--- config.mk ---
export PLATFORM = sky130hd
export DESIGN_NAME = livetime_deadpred
export DESIGN_NICKNAME = d
export VERILOG_FILES = /design/src/rtl/ltp_pkg.sv /design/src/rtl/ltp_frame.sv /design/src/rtl/ltp_prio_arb.sv /design/src/rtl/livetime_deadpred.sv
export SDC_FILE = /design/constraint.sdc
export NUM_CORES = 1
export LEC_CHECK = 0
export ABC_CLOCK_PERIOD_IN_PS = 2600
export BUFFER_PORTS_ARGS = -buffer_cell sky130_fd_sc_hd__buf_2
export CAP_MARGIN = 10
export CORE_MARGIN = 1.5
export CORE_UTILIZATION = 52
export CTS_CLUSTER_DIAMETER = 40
export DETAILED_ROUTE_END_ITERATION = 10
export GPL_ROUTABILITY_DRIVEN = 0
export GPL_TIMING_DRIVEN = 0
export PLACE_DENSITY = 0.72
export SYNTH_ARGS = -nofsm -noshare
export SYNTH_HDL_FRONTEND = slang
export SYNTH_SLANG_ARGS = --single-unit
--- constraint.sdc ---
create_clock -name clk -period 2.6 [get_ports clk]
set_input_delay 0.13 -clock clk [delete_from_list [all_inputs] [get_ports clk]]
set_output_delay 0.13 -clock clk [all_outputs]
set_load 0.02 [all_outputs]
--- src/rtl/ltp_pkg.sv ---
package ltp_pkg;

    localparam int CNT_W = 5;
    localparam int DL_W  = CNT_W + 1;
    localparam logic [CNT_W-1:0] CNT_MAX = '1;

    typedef struct packed {
        logic             valid;
        logic             fired;
        logic [CNT_W-1:0] gen;
        logic [CNT_W-1:0] live;
        logic [CNT_W-1:0] pred;
    } frame_timer_t;

    function automatic logic [CNT_W-1:0] sat_inc(input logic [CNT_W-1:0] v);
        return (v == CNT_MAX) ? v : v + 1'b1;
    endfunction

    function automatic logic [DL_W-1:0] deadline_of(input logic [CNT_W-1:0] p);
        return {p, 1'b0};
    endfunction

endpackage

--- src/rtl/ltp_frame.sv ---
module ltp_frame
    import ltp_pkg::*;
#(
    parameter int TAG_W = 12
) (
    input  logic             clk,
    input  logic             rst,
    input  logic             tick_i,
    input  logic             hit_i,
    input  logic             fill_i,
    input  logic [TAG_W-1:0] fill_tag_i,
    input  logic [TAG_W-1:0] fill_next_i,
    input  logic [CNT_W-1:0] fill_pred_i,
    input  logic             grant_i,
    output logic             valid_o,
    output logic             due_o,
    output logic [TAG_W-1:0] tag_o,
    output logic [TAG_W-1:0] next_o,
    output logic [CNT_W-1:0] live_o
);

    frame_timer_t     st;
    logic [TAG_W-1:0] cur_tag;
    logic [TAG_W-1:0] nxt_tag;

    always_ff @(posedge clk) begin
        if (rst) begin
            st      <= '0;
            cur_tag <= '0;
            nxt_tag <= '0;
        end else if (fill_i) begin
            st.valid <= 1'b1;
            st.fired <= 1'b0;
            st.gen   <= '0;
            st.live  <= '0;
            st.pred  <= fill_pred_i;
            cur_tag  <= fill_tag_i;
            nxt_tag  <= fill_next_i;
        end else begin
            if (tick_i)
                st.gen <= sat_inc(st.gen);
            if (hit_i && st.valid)
                st.live <= st.gen;
            if (grant_i)
                st.fired <= 1'b1;
        end
    end

    // Fill in the same cycle cancels the deadline of the ending generation.
    always_comb begin
        due_o = st.valid && !st.fired && !fill_i &&
                ({1'b0, st.gen} >= deadline_of(st.pred));
    end

    assign valid_o = st.valid;
    assign tag_o   = cur_tag;
    assign next_o  = nxt_tag;
    assign live_o  = st.live;

endmodule

--- src/rtl/ltp_prio_arb.sv ---
module ltp_prio_arb #(
    parameter int N     = 8,
    parameter int IDX_W = 3
) (
    input  logic [N-1:0]     req_i,
    output logic [N-1:0]     grant_o,
    output logic             any_o,
    output logic [IDX_W-1:0] idx_o
);

    always_comb begin
        grant_o = '0;
        idx_o   = '0;
        for (int i = N - 1; i >= 0; i--) begin
            if (req_i[i]) begin
                grant_o    = '0;
                grant_o[i] = 1'b1;
                idx_o      = IDX_W'(i);
            end
        end
        any_o = |req_i;
    end

endmodule

--- src/rtl/livetime_deadpred.sv ---
module livetime_deadpred
    import ltp_pkg::*;
#(
    parameter int NUM_FRAMES = 8,
    parameter int TAG_W      = 12,
    localparam int IDX_W     = (NUM_FRAMES > 1) ? $clog2(NUM_FRAMES) : 1
) (
    input  logic             clk,
    input  logic             rst,
    input  logic             tick_i,
    input  logic             hit_i,
    input  logic [IDX_W-1:0] hit_frame_i,
    input  logic             fill_i,
    input  logic [IDX_W-1:0] fill_frame_i,
    input  logic [TAG_W-1:0] fill_tag_i,
    input  logic [4:0]       fill_pred_i,
    input  logic [TAG_W-1:0] fill_next_i,
    output logic             pf_valid_o,
    output logic [IDX_W-1:0] pf_frame_o,
    output logic [TAG_W-1:0] pf_tag_o,
    output logic             upd_valid_o,
    output logic [TAG_W-1:0] upd_tag_o,
    output logic [4:0]       upd_live_o
);

    logic [NUM_FRAMES-1:0] valid_vec;
    logic [NUM_FRAMES-1:0] due_vec;
    logic [NUM_FRAMES-1:0] grant_vec;
    logic [TAG_W-1:0]      tag_arr  [NUM_FRAMES];
    logic [TAG_W-1:0]      next_arr [NUM_FRAMES];
    logic [CNT_W-1:0]      live_arr [NUM_FRAMES];
    logic                  grant_any;
    logic [IDX_W-1:0]      grant_idx;

    for (genvar i = 0; i < NUM_FRAMES; i++) begin : g_frame
        logic hit_sel;
        logic fill_sel;
        assign hit_sel  = hit_i  && (hit_frame_i  == IDX_W'(i));
        assign fill_sel = fill_i && (fill_frame_i == IDX_W'(i));

        ltp_frame #(.TAG_W(TAG_W)) u_frame (
            .clk         (clk),
            .rst         (rst),
            .tick_i      (tick_i),
            .hit_i       (hit_sel),
            .fill_i      (fill_sel),
            .fill_tag_i  (fill_tag_i),
            .fill_next_i (fill_next_i),
            .fill_pred_i (fill_pred_i),
            .grant_i     (grant_vec[i]),
            .valid_o     (valid_vec[i]),
            .due_o       (due_vec[i]),
            .tag_o       (tag_arr[i]),
            .next_o      (next_arr[i]),
            .live_o      (live_arr[i])
        );
    end

    ltp_prio_arb #(.N(NUM_FRAMES), .IDX_W(IDX_W)) u_arb (
        .req_i   (due_vec),
        .grant_o (grant_vec),
        .any_o   (grant_any),
        .idx_o   (grant_idx)
    );

    always_ff @(posedge clk) begin
        if (rst) begin
            pf_valid_o  <= 1'b0;
            pf_frame_o  <= '0;
            pf_tag_o    <= '0;
            upd_valid_o <= 1'b0;
            upd_tag_o   <= '0;
            upd_live_o  <= '0;
        end else begin
            pf_valid_o  <= grant_any;
            pf_frame_o  <= grant_idx;
            pf_tag_o    <= next_arr[grant_idx];
            upd_valid_o <= fill_i && valid_vec[fill_frame_i];
            upd_tag_o   <= tag_arr[fill_frame_i];
            upd_live_o  <= live_arr[fill_frame_i];
        end
    end

endmodule

==> results.ini, run 1 <==
[synthesis]
synth_seq_cells=362
post_synthesis_sequential_area_ratio_pct=46.61
synthesis.yosys.warnings=0
netlist_area_um2=15550
yosys_top_cell_area_share_pct=46.61
synth.distinct_cells=54
synth_async_reset_ratio_pct=0
largest_cells_by_area_after_synthesis=dfxtp_1 47%, nand2_1 12%, a21oi_1 8.3%, mux2i_1 6.8%, mux4_2 5.2%
synth_enable_flop_cells=0
yosysMostFrequentCell=nand2_1
synthesis.instances=1798
synth_largest_area_cell=dfxtp_1
synthesis.nets=1886
synth_commonest_cells=477 x nand2_1, 362 x dfxtp_1, 258 x a21oi_1
synth.avg_cell_area_um2=8.647
synth-main-ff-cell=dfxtp_1

[sta]
final_worst_path_setup_slack_ns=-0.01929
min_tclk_post_route_ns=2.619
layout_worst_path_cycle_share_pct=100.7
finClkSkew_ns=0.02463
finalMaxSlewViolations=0
timing_hold_violations_final=0
max_slew.worst_pin.slew_ns=1.213
holdWs_ns=0.1406
max_freq_mhz=381.8
finalSetupViolations=8
timing.slew.headroom_pct=19.15

[detailed_routing]
routed_wl_um=46570
drt-initial-drc-count=1331
routedWlPerCell_um=19.66
antenna_left=0
drc_errors=0
drt_pass1_iterations=6
route.vias.total=13648
routed_via_density=5.761

[outcome]
failed_checks=setup timing
outcome=finished with violations

[cts]
clock_insertion_delay_worst_skew_ns=0.55
clk_transition_reported_paths_ns=0.06
cts_tree=built
cts_htree_levels=2
cts_root_buffer=clkbuf_16
cts_num_sinks=362
clk_path_buf_depth=3
cts_made_buffers=47

[final_layout]
layout.cells.non_filler=2369
core_util_final_pct=63.46
antenna-diode-count=0
layout.nets=2030
nFillCells=2414
drive_above_1_share_pct=14.75
layout_area_overhead_pct=20.66

[worst_setup_path]
critPathKind=in -> reg
critical_path_required_ns=2.99
endpoint_kind=register
critPathLaunchType=primary input
cp.arrival_ns=3.01
crit_path_max_fanout=10

[floorplan]
die_height_um=175.9
initial_utilization_pct=52.60
io-pin-count=74
num_rows=63
dieArea_um2=30940
core_region_area_um2=29560
floorplan.die.width_um=175.9

[job]
timing.max_cap.violations=0

[power_and_ir_drop]
p_per_area_nw_per_um2=722.4
power.ir.vdd_worst_uv=549.4
fin_total_pwr_mw=13.55
power.static_leakage_nw=7.347

[global_route]
grt_pass1_vias=13223
total_gr_overflow=0
grt_max_degree=14
grt_pass1_wl_um=70950
antenna_found_initial=0
grt.total_usage_pct=29.59

[worst_hold_path]
hold_class=in -> reg

[place]
place.detailed.instances=2232
io_buffer_count=44
dpl_hpwl_um=31180
dpl_worst_slack_ns=-0.3312

==> critical path, cell delays in order <==
cell           delay (ns)
dlygate4sd3_1        0.53
buf_2                0.13
clkbuf_1             0.42
clkbuf_1             0.59
clkbuf_1             0.40
clkbuf_1             0.71
a21oi_1              0.09
==> per-stage QoR <==
| stage | area [µm²] | TNS (ns) |
|---|---|---|
| 3_3_place_gp | 16260 | -2.807 |
| 4_1_cts | 18350 | -0.008976 |
| 6_report | 18760 | -0.06307 |
| 2_1_floorplan | 15550 | 0 |
| 3_5_place_dp | 16260 | -3.193 |
| 5_1_grt | 18760 | -0.6253 |
==> worst paths after layout <==
path | from | endpoint | slack, ns | cells after the start
worst max-delay path | rst | g_frame[2].u_frame.next_o[3] | -0.02 | 7
worst min-delay path | fill_frame_i[1] | g_frame[0].u_frame.st[15] | 0.14 | 4
worst max register to register | g_frame[7].u_frame.st[1] | pf_tag_o[11] | 0.01 | 12
worst min register to register | g_frame[3].u_frame.tag_o[5] | g_frame[3].u_frame.tag_o[5] | 0.45 | 2
==> timing repair <==
item / CTS / global route
hold endpoints to repair: 234 / 0
cloned: 0 / 4
endpoints found under the setup margin: 12 / 14
gates resized for setup: 27 / 58
pin swaps: 4 / 21
setup buffers: 6 / 11
hold buffers: 30 / 0
==> layout make-up <==
class                   count  area, µm²  share of cell area [%]
clock inverters            24      271.5                   1.447
flip-flops and latches    362       7259                   38.70
multi-input cells        1249       7679                   40.93
inverters                  38      142.6                  0.7604
well taps                 390      488.0                   2.601
plain buffers             149      777.0                   4.142
clock buffers              62       1365                   7.277
repair buffers             95      777.0                   4.142
==> report_power, final <==
group	leakage [nW]	total [mW]	switching (mW)	internal, mW
sequential	2.93	5.76	0.0871	5.67
combinational	3.63	1.14	0.690	0.447
clock	0.785	6.66	2.54	4.12
total	7.35	13.6	3.32	10.2
==> registers in the layout, indices dropped and copies added (netlist names) <==
register                 count
g_frame.u_frame.next_o      96
g_frame.u_frame.st          88
upd_tag_o                   12
pf_frame_o                   3
g_frame.u_frame.valid_o      8
pf_tag_o                    12
pf_valid_o                   1
g_frame.u_frame.live_o      40
upd_valid_o                  1
upd_live_o                   5
g_frame.u_frame.tag_o       96
==> metal layers <==
metal | track usage, % | up-vias | part of all wire, %
met5 | 0 | - | 0
met4 | 14.74 | 0 | 4.5
met3 | 4.848 | 153 | 8.7
met2 | 48.39 | 639 | 47
met1 | 37.91 | 6544 | 40
li1 | - | 6312 | -
==> kinds of logic (layout without fill, tap and decap cells) <==
| family | count (synthesis) | count (layout) | synth area share, % |
|---|---|---|---|
| and+or+nand+nor | 717 | 717 | 19.10 |
| DFF | 362 | 362 | 46.61 |
| AOI/OAI and AO/OA | 318 | 318 | 11.53 |
| buffers and inverters | 187 | 368 | 5.505 |
| muxes | 142 | 142 | 12.04 |
| adders and majority gates | 48 | 48 | 3.863 |
| xor gates and xnor gates | 24 | 24 | 1.352 |
==> layout by cell type (no fill, tap or decap), types with 16 or more instances in the layout <==
master         synthesis  routed
buf_4                 33      44
a21oi_1              258     255
nor2_1               157     156
dfxtp_1              362     352
dlygate4sd3_1          0      30
clkbuf_1              97      97
mux2i_1              106      97
ha_1                  48      48
buf_2                  6      51
clkbuf_16              0      53
inv_1                 38      35
nand2_1              477     477
xor2_1                16      16
mux4_2                36      36
No activity file was read; power rests on OpenSTA's default activity.
==> run 2, diff against run 1 <==
CORE_UTILIZATION = 43   (was 52)
PLACE_DENSITY = 0.62   (was 0.72)
SETUP_SLACK_MARGIN = 0.2   (was unset)
==> run 2 against run 1 <==
  * The flow now finishes without violations
  * Cell area grew 1.6%
  * Worst setup slack gained 0.10 ns
  * Critical path type is now reg -> reg
  * Worst hold slack lost 0.033 ns
  * Maximum frequency grew 4.1%
  * Via count shrank 2.7%
  * Highest routed layer unchanged
==> results.ini, run 2 (same netlist as run 1, synthesis figures left out) <==
[sta]
max_freq_mhz=397.6
finClkSkew_ns=0.02856
min_tclk_post_route_ns=2.515
max_slew.worst_pin.slew_ns=1.165
timing.slew.headroom_pct=22.31
finalMaxSlewViolations=0
layout_worst_path_cycle_share_pct=96.74
rsz0062_at_grt=yes
final_worst_path_setup_slack_ns=0.08471
timing_hold_violations_final=0
finalSetupViolations=0

[global_route]
total_gr_overflow=0
antenna_found_initial=1
grt_pass1_vias=13009
grt_pass1_wl_um=72780
grt_max_degree=14
grt.total_usage_pct=25.83

[place]
dpl_worst_slack_ns=-0.3920
dpl_cell_area_um2=16340
dpl_hpwl_um=32660
io_buffer_count=44

[final_layout]
finish.instance_area_um2=19060
layout_area_overhead_pct=22.60
layout.nets=2035
antenna-diode-count=0
drive_above_1_share_pct=16.03
core_util_final_pct=53.59
commonest_cells_after_routing_fill_and_taps_aside=477 x nand2_1, 344 x dfxtp_1, 255 x a21oi_1, 155 x nor2_1, 99 x clkbuf_1
most_frequent_standard_cell_in_the_layout_excluding_fill_and_tap_cells=nand2_1

[detailed_routing]
routedWlPerCell_um=19.70
routed_wl_um=48170
drt_pass1_iterations=5
routed_via_density=5.431
antenna_left=0
route.vias.total=13279
drt-initial-drc-count=1081
drc_errors=0

[cts]
cts_made_buffers=50
cts_htree_levels=2
cts_tree=built
cts_num_sinks=362
clock_insertion_delay_worst_skew_ns=0.58
clk_transition_reported_paths_ns=0.06
clk_path_buf_depth=3
cts_root_buffer=clkbuf_16

[worst_setup_path]
critPathKind=reg -> reg
crit_path_max_fanout=6
critPathLaunchType=register
cp.arrival_ns=2.97
endpoint_kind=register
critical_path_required_ns=3.05

[floorplan]
core_region_area_um2=35570
initial_utilization_pct=43.71
dieArea_um2=37310
num_rows=69
floorplan.die.width_um=193.2
io-pin-count=74
die_height_um=193.2

[power_and_ir_drop]
p_per_area_nw_per_um2=720.3
fin_total_pwr_mw=13.73
power.static_leakage_nw=7.422
power.ir.vdd_worst_uv=387.3

[job]
timing.max_cap.violations=0

[outcome]
outcome=complete, no violations

[worst_hold_path]
hold_class=in -> reg

[run 2: critical path, cell delays in order (launching register included)]
cell and delay [ns]:
dfxtp_2 0.32, inv_1 0.04, ha_1 0.30, o21ai_2 0.16
a31oi_2 0.06, o221ai_2 0.31, o21bai_2 0.15, a22oi_2 0.15
buf_6 0.21, buf_12 0.16, mux2i_2 0.22, o22a_1 0.21
o221ai_2 0.11
[run 2: per-stage QoR]
| step | TNS, ns | cells | hold WS (ns) |
|---|---|---|---|
| 3_3_place_gp | -4.230 | 2303 | 0.4299 |
| 5_1_grt | 0 | 2445 | 0.1344 |
| 2_1_floorplan | 0 | 1798 | 0.3097 |
| 4_1_cts | 0 | 2438 | 0.07630 |
| 6_report | 0 | 2445 | 0.1072 |
| 3_5_place_dp | -4.279 | 2303 | 0.4352 |
[run 2: report_power, final]
group	leakage (nW)	internal [mW]	switching, mW
combinational	3.67	0.470	0.701
clock	0.818	4.16	2.64
sequential	2.94	5.67	0.0857
total	7.42	10.3	3.43
[run 2: area by class of cell]
type | instances | area (µm²)
Buffer | 149 | 782.0
Fill cell | 3237 | 16510
Multi-Input combinational cell | 1249 | 7831
Clock buffer | 61 | 1364
Tap cell | 461 | 576.8
Inverter | 38 | 142.6
Sequential cell | 362 | 7272
Clock inverter | 28 | 297.8
Timing Repair Buffer | 97 | 794.5
[run 2: layer usage]
layer	routed length (µm)	GRT usage, %	up-vias
met3	3300	4.959	122
li1	-	-	6311
met2	22360	41.76	456
met1	20520	33.41	6390
met5	0	0	-
met4	1998	11.80	0
[run 2: path summary, 6_finish.rpt]
kind	from	slack, ns	cells after the start	endpoint
max reg2reg	g_frame[7].u_frame.st[1]	0.08	12	pf_tag_o[5]
min	fill_frame_i[0]	0.11	4	g_frame[0].u_frame.st[15]
max	g_frame[7].u_frame.st[1]	0.08	12	pf_tag_o[5]
min reg2reg	g_frame[7].u_frame.tag_o[1]	0.45	2	g_frame[7].u_frame.tag_o[1]
[run 2: timing repair]
item	in CTS	in global routing
endpoints found under the setup margin	13	12
pin swaps	24	26
hold buffers	30	0
hold endpoints to repair	234	0
resized for setup	82	36
buffers inserted	15	4
cloned	1	3
